[config.mk]
export PLATFORM = sky130hd
export DESIGN_NAME = sdram_cmd_decoder
export DESIGN_NICKNAME = d
export VERILOG_FILES = /design/src/rtl/sdram_cmd_pkg.sv /design/src/rtl/sdram_cmd_ctrl.sv /design/src/rtl/sdram_cmd_dp.sv /design/src/rtl/sdram_cmd_decoder.sv
export SDC_FILE = /design/constraint.sdc
export NUM_CORES = 1
export LEC_CHECK = 0
export ABC_AREA = 1
export BUFFER_PORTS_ARGS = -buffer_cell sky130_fd_sc_hd__buf_2
export CAP_MARGIN = 20
export CORE_MARGIN = 1.5
export CORE_UTILIZATION = 30
export DETAILED_ROUTE_END_ITERATION = 8
export PLACE_DENSITY = 0.56
export SLEW_MARGIN = 40
export SYNTH_ARGS = -nofsm -noshare
export SYNTH_HDL_FRONTEND = slang
export SYNTH_HIERARCHICAL = 1
export SYNTH_SLANG_ARGS = --single-unit
[constraint.sdc]
create_clock -name clk -period 1.4 [get_ports clk]
set_input_delay 0.28 -clock clk [delete_from_list [all_inputs] [get_ports clk]]
set_output_delay 0.28 -clock clk [all_outputs]
set_load 0.005 [all_outputs]
[src/rtl/sdram_cmd_pkg.sv]
package sdram_cmd_pkg;

  typedef enum logic [2:0] {
    CMD_NOP  = 3'd0,
    CMD_ACT  = 3'd1,
    CMD_RD   = 3'd2,
    CMD_WR   = 3'd3,
    CMD_PRE  = 3'd4,
    CMD_PREA = 3'd5,
    CMD_MRS  = 3'd6,
    CMD_REF  = 3'd7
  } cmd_e;

  // strobes from control to datapath, at most one set per cycle
  typedef struct packed {
    logic isAct;
    logic isRd;
    logic isWr;
    logic isPre;
    logic isPreAll;
    logic isMrs;
    logic isRef;
    logic isRsv;
  } strobes_t;

endpackage

[src/rtl/sdram_cmd_ctrl.sv]
module sdram_cmd_ctrl
  import sdram_cmd_pkg::*;
(
  input  logic     clk,
  input  logic     rstN,
  input  logic     csN,
  input  logic     actN,
  input  logic     rasN,
  input  logic     casN,
  input  logic     weN,
  input  logic     a10,
  output strobes_t strb,
  output logic     cmdValid,
  output logic     cmdErr,
  output cmd_e     cmdType
);

  cmd_e typeNext;

  always_comb begin
    strb = '0;
    if (!csN) begin
      if (!actN) begin
        strb.isAct = 1'b1;
      end else begin
        case ({rasN, casN, weN})
          3'b000:  strb.isMrs = 1'b1;
          3'b001:  strb.isRef = 1'b1;
          3'b010: begin
            if (a10) strb.isPreAll = 1'b1;
            else     strb.isPre    = 1'b1;
          end
          3'b100:  strb.isWr = 1'b1;
          3'b101:  strb.isRd = 1'b1;
          3'b111:  ;
          default: strb.isRsv = 1'b1;
        endcase
      end
    end
  end

  always_comb begin
    typeNext = CMD_NOP;
    if (strb.isAct)    typeNext = CMD_ACT;
    if (strb.isRd)     typeNext = CMD_RD;
    if (strb.isWr)     typeNext = CMD_WR;
    if (strb.isPre)    typeNext = CMD_PRE;
    if (strb.isPreAll) typeNext = CMD_PREA;
    if (strb.isMrs)    typeNext = CMD_MRS;
    if (strb.isRef)    typeNext = CMD_REF;
  end

  always_ff @(posedge clk) begin
    if (!rstN) begin
      cmdValid <= 1'b0;
      cmdErr   <= 1'b0;
      cmdType  <= CMD_NOP;
    end else begin
      cmdValid <= (typeNext != CMD_NOP);
      cmdErr   <= strb.isRsv;
      cmdType  <= typeNext;
    end
  end

  assert_valid_needs_cs_R2: assert property (@(posedge clk) disable iff (!rstN)
    cmdValid |-> $past(!csN));

  assert_err_alone_R10: assert property (@(posedge clk) disable iff (!rstN)
    cmdErr |-> (!cmdValid && cmdType == CMD_NOP));

  assert_one_strobe_R12: assert property (@(posedge clk) disable iff (!rstN)
    $onehot0(strb));

  assert_act_from_pin_R3: assert property (@(posedge clk) disable iff (!rstN)
    (cmdType == CMD_ACT) |-> $past(!actN));

endmodule

[src/rtl/sdram_cmd_dp.sv]
module sdram_cmd_dp
  import sdram_cmd_pkg::*;
#(
  parameter int DEV_WIDTH = 8,
  parameter int BG_W      = 2,
  parameter int BA_W      = 2,
  parameter int LOW_W     = 14,
  parameter int COL_W     = 10,
  localparam int ROW_W    = LOW_W + 4,
  localparam int MR_W     = BA_W + 1
)(
  input  logic             clk,
  input  logic             rstN,
  input  strobes_t         strb,
  input  logic             rasN,
  input  logic             casN,
  input  logic             weN,
  input  logic [BG_W-1:0]  bg,
  input  logic [BA_W-1:0]  ba,
  input  logic [LOW_W-1:0] addr,
  input  logic             a17,
  output logic [BG_W-1:0]  cmdBg,
  output logic [BA_W-1:0]  cmdBa,
  output logic [ROW_W-1:0] cmdAddr,
  output logic             cmdAutoPre,
  output logic             cmdBurstChop,
  output logic [MR_W-1:0]  cmdMrIdx
);

  logic [BG_W-1:0]  bgEff;
  logic             a17Eff;
  logic [BG_W-1:0]  bgNext;
  logic [BA_W-1:0]  baNext;
  logic [ROW_W-1:0] addrNext;
  logic             apNext;
  logic             bcNext;
  logic [MR_W-1:0]  mrNext;

  generate
    if (DEV_WIDTH == 16) begin : gBgNarrow
      if (BG_W > 1) begin : gPad
        assign bgEff = {{(BG_W-1){1'b0}}, bg[0]};
      end else begin : gOne
        assign bgEff = bg;
      end
    end else begin : gBgFull
      assign bgEff = bg;
    end

    if (DEV_WIDTH == 4) begin : gA17On
      assign a17Eff = a17;
    end else begin : gA17Off
      assign a17Eff = 1'b0;
    end
  endgenerate

  always_comb begin
    bgNext   = '0;
    baNext   = '0;
    addrNext = '0;
    apNext   = 1'b0;
    bcNext   = 1'b0;
    mrNext   = '0;
    if (strb.isAct) begin
      bgNext   = bgEff;
      baNext   = ba;
      addrNext = {a17Eff, rasN, casN, weN, addr};
    end
    if (strb.isRd || strb.isWr) begin
      bgNext   = bgEff;
      baNext   = ba;
      addrNext = {{(ROW_W-COL_W){1'b0}}, addr[COL_W-1:0]};
      apNext   = addr[10];
      bcNext   = ~addr[12];
    end
    if (strb.isPre) begin
      bgNext = bgEff;
      baNext = ba;
    end
    if (strb.isMrs) begin
      mrNext   = {bg[0], ba};
      addrNext = {a17Eff, 3'b000, addr};
    end
  end

  always_ff @(posedge clk) begin
    if (!rstN) begin
      cmdBg        <= '0;
      cmdBa        <= '0;
      cmdAddr      <= '0;
      cmdAutoPre   <= 1'b0;
      cmdBurstChop <= 1'b0;
      cmdMrIdx     <= '0;
    end else begin
      cmdBg        <= bgNext;
      cmdBa        <= baNext;
      cmdAddr      <= addrNext;
      cmdAutoPre   <= apNext;
      cmdBurstChop <= bcNext;
      cmdMrIdx     <= mrNext;
    end
  end

  assert_ap_only_rdwr_R5: assert property (@(posedge clk) disable iff (!rstN)
    cmdAutoPre |-> $past(strb.isRd || strb.isWr));

  assert_bc_only_rdwr_R6: assert property (@(posedge clk) disable iff (!rstN)
    cmdBurstChop |-> $past(strb.isRd || strb.isWr));

  assert_mr_only_mrs_R8: assert property (@(posedge clk) disable iff (!rstN)
    (cmdMrIdx != '0) |-> $past(strb.isMrs));

  assert_prea_no_bank_R7: assert property (@(posedge clk) disable iff (!rstN)
    $past(strb.isPreAll) |-> (cmdBg == '0 && cmdBa == '0));

  generate
    if (DEV_WIDTH == 16 && BG_W > 1) begin : gChkBg
      assert_bg1_zero_R11: assert property (@(posedge clk) disable iff (!rstN)
        cmdBg[BG_W-1] == 1'b0);
    end
    if (DEV_WIDTH != 4) begin : gChkA17
      assert_a17_masked_R11: assert property (@(posedge clk) disable iff (!rstN)
        cmdAddr[ROW_W-1] == 1'b0);
    end
  endgenerate

endmodule

[src/rtl/sdram_cmd_decoder.sv]
module sdram_cmd_decoder
  import sdram_cmd_pkg::*;
#(
  parameter int DEV_WIDTH = 8,
  parameter int BG_W      = 2,
  parameter int BA_W      = 2,
  parameter int LOW_W     = 14,
  parameter int COL_W     = 10,
  localparam int ROW_W    = LOW_W + 4
)(
  input  logic             clk,
  input  logic             rstN,
  input  logic             csN,
  input  logic             actN,
  input  logic             rasN,
  input  logic             casN,
  input  logic             weN,
  input  logic [BG_W-1:0]  bg,
  input  logic [BA_W-1:0]  ba,
  input  logic [LOW_W-1:0] addr,
  input  logic             a17,
  output logic             cmdValid,
  output logic             cmdErr,
  output logic [2:0]       cmdType,
  output logic [BG_W-1:0]  cmdBg,
  output logic [BA_W-1:0]  cmdBa,
  output logic [ROW_W-1:0] cmdAddr,
  output logic             cmdAutoPre,
  output logic             cmdBurstChop,
  output logic [BA_W:0]    cmdMrIdx
);

  strobes_t strb;
  cmd_e     typeQ;

  sdram_cmd_ctrl uCtrl (
    .clk      (clk),
    .rstN     (rstN),
    .csN      (csN),
    .actN     (actN),
    .rasN     (rasN),
    .casN     (casN),
    .weN      (weN),
    .a10      (addr[10]),
    .strb     (strb),
    .cmdValid (cmdValid),
    .cmdErr   (cmdErr),
    .cmdType  (typeQ)
  );

  assign cmdType = typeQ;

  sdram_cmd_dp #(
    .DEV_WIDTH (DEV_WIDTH),
    .BG_W      (BG_W),
    .BA_W      (BA_W),
    .LOW_W     (LOW_W),
    .COL_W     (COL_W)
  ) uDp (
    .clk          (clk),
    .rstN         (rstN),
    .strb         (strb),
    .rasN         (rasN),
    .casN         (casN),
    .weN          (weN),
    .bg           (bg),
    .ba           (ba),
    .addr         (addr),
    .a17          (a17),
    .cmdBg        (cmdBg),
    .cmdBa        (cmdBa),
    .cmdAddr      (cmdAddr),
    .cmdAutoPre   (cmdAutoPre),
    .cmdBurstChop (cmdBurstChop),
    .cmdMrIdx     (cmdMrIdx)
  );

endmodule

==> flow_summary.yaml <==
critical_path:
  critPathMaxFanout: 10
  cp_data_arrival_time_ns: 1.35
  start_kind: "primary input"
  crit_type: "in -> reg"
  crit_required_ns: 1.63
  endpoint_kind: "flip-flop"
layout:
  fill_cells: 430
  drive_gt1_frac: 0.371
  nNetsFinal: 247
  finish.instance_area_um2: 1630
  synthToLayoutAreaGrowth_pct: 36.2
  layout.cells.non_filler: 269
  utilization: 0.436
  antenna_cells: 0
detailed_routing:
  first_pass_iters: 4
  ant_nets: 0
  drt-vias-per-instance: 3.88
  wl_per_cell_um: 9.26
  totalWireLength_um: 2490
  drc: 0
  drtIter0Drc: 33
  vias: 1044
placement:
  place_congestion: 0.730
  dpl.cell_count: 262
  dp_hpwl_um: 1920
  post_dp_cell_area_um2: 1550
  io_buffers: 55
  dp_slack_ns: -0.0369
grt:
  met1_usage: 0.151
  antenna_found_initial: 0
  busiest_layer: "met2"
  met3_usage: 0.0375
  grt_pass1_vias: 909
  use_met2: 0.171
  grt_max_degree: 14
  overflow: 0
  grt_pass1_wl_um: 3880
  track_usage: 0.122
clock_network:
  clk_pin_slew_ns: 0.07
  h-tree-depth: 2
  cts.path.max_buffers: 2
  holdBufCountCts: 0
  cts-root-buf: "clkbuf_8"
  clock-sinks: 31
  post-cts-setup-buffers: 0
  cts_made_buffers: 5
  cts-resized-gates: 0
  cts_tree: "built"
power_and_ir_drop:
  intPower_mw: 1.38
  seqPwrFrac: 0.507
  peakVddDrop_mv: 0.442
  power.share.combinational: 0.103
  swShare: 0.237
  cellPowerDensity_nw_per_um2: 1110
  p_clk_frac: 0.389
  leakagePower_nw: 1.06
  finalPower_mw: 1.81
  power_switching_mw: 0.429
job:
  maxCapViolations: 0
timing:
  finalCriticalPeriod_ns: 1.12
  hold_viol_final: 0
  fmax_mhz: 890
  layout_setup_ws_ns: 0.277
  period_share: 0.802
  holdWs_ns: 0.173
  grt_setup_unrepaired: "no"
  setup_violations: 0
  setup_tns_ns: 0
  maxSlewViolCount: 0
yosys:
  syn_area_um2: 1200
  postSynthCellCount: 156
  syn_avg_cell_area_um2: 7.68
  synth_nets: 182
  yosysWarningCount: 6
outcome:
  run_status: "finished, final reports clean"
die:
  core_um2: 3740
  die_area_um2: 4380
  die_h_um: 66.2
  rows: 22
  die_width_um: 66.2
  io_pins: 58
  start_util: 0.320
min_path:
  hold_depth: 2
  hp-start: "addr[12]"
  hold_path.class: "in -> reg"
  hold_path_end: "uDp/cmdBurstChop"
## layer usage
| metal | vias to the layer above | wire length, um |
|---|---|---|
| met5 | - | 0 |
| met1 | 430 | 1190 |
| met4 | 0 | 86 |
| li1 | 568 | - |
| met3 | 8 | 173 |
| met2 | 38 | 1040 |
## cell usage in the layout (no fill, tap or decap)
cell type  instances
buf_2             55
inv_1             42
nand2_1           38
dfxtp_1           31
nor2_1            15
clkbuf_8           6
buf_4              6
a21oi_1            5
nand2_2            3
inv_2              3
nand3_1            3
nand3_2            3
nor2_2             2
nor3_1             2
clkinv_2           1
nor2_4             1
nand4_1            1
nor4_1             1
nor2_8             1
nand3_4            1
conb_1             1
## flip-flops by register name (all words and copies together), names as in the netlist, 2 cells and up
| name | cells |
|---|---|
| uCtrl/cmdType | 3 |
| uDp/cmdBg | 2 |
| uDp/cmdMrIdx | 3 |
| uDp/cmdBa | 2 |
| uDp/cmdAddr | 17 |
## worst max-delay path by stage
| stage | from | endpoint | slack, ns | cells past startpoint |
|---|---|---|---|---|
| 4_1_cts | csN | uDp/cmdAddr[7] | 0.26 | 10 |
| 5_1_grt | csN | uDp/cmdAddr[5] | 0.13 | 10 |
| 3_3_place_gp | csN | uDp/cmdAddr[7] | 0.004 | 10 |
| 3_5_place_dp | csN | uDp/cmdAddr[7] | -0.04 | 10 |
| 6_report | csN | uDp/cmdAddr[6] | 0.28 | 10 |
| 2_1_floorplan | csN | uDp/cmdAddr[10] | 0.21 | 8 |
## final cells by class
cell class	count	area [um2]	share of cell area
flip-flops and latches	31	621	0.380
multi-input cells	77	375	0.230
repair buffers	61	320	0.196
inverters	45	169	0.103
clock buffers	6	82.6	0.0506
well taps	48	60.1	0.0368
clock inverters	1	5.00	0.00307
## worst max-delay path, stage by stage
cell,delay (ns)
buf_2,0.11
inv_1,0.07
nand2_2,0.06
nor2_1,0.13
inv_1,0.07
nor2_1,0.30
nor2_8,0.08
nand3_4,0.13
nand2_1,0.07
inv_1,0.05
## power by group through the flow
stage,registers [mW],clock network [mW],logic [mW]
floorplan,0.941,0,0.0988
global placement,0.936,0,0.189
detailed placement,0.936,0,0.191
CTS,0.917,0.729,0.192
global route,0.918,0.766,0.214
finish,0.916,0.703,0.187
(Power assumes the default switching activity.)
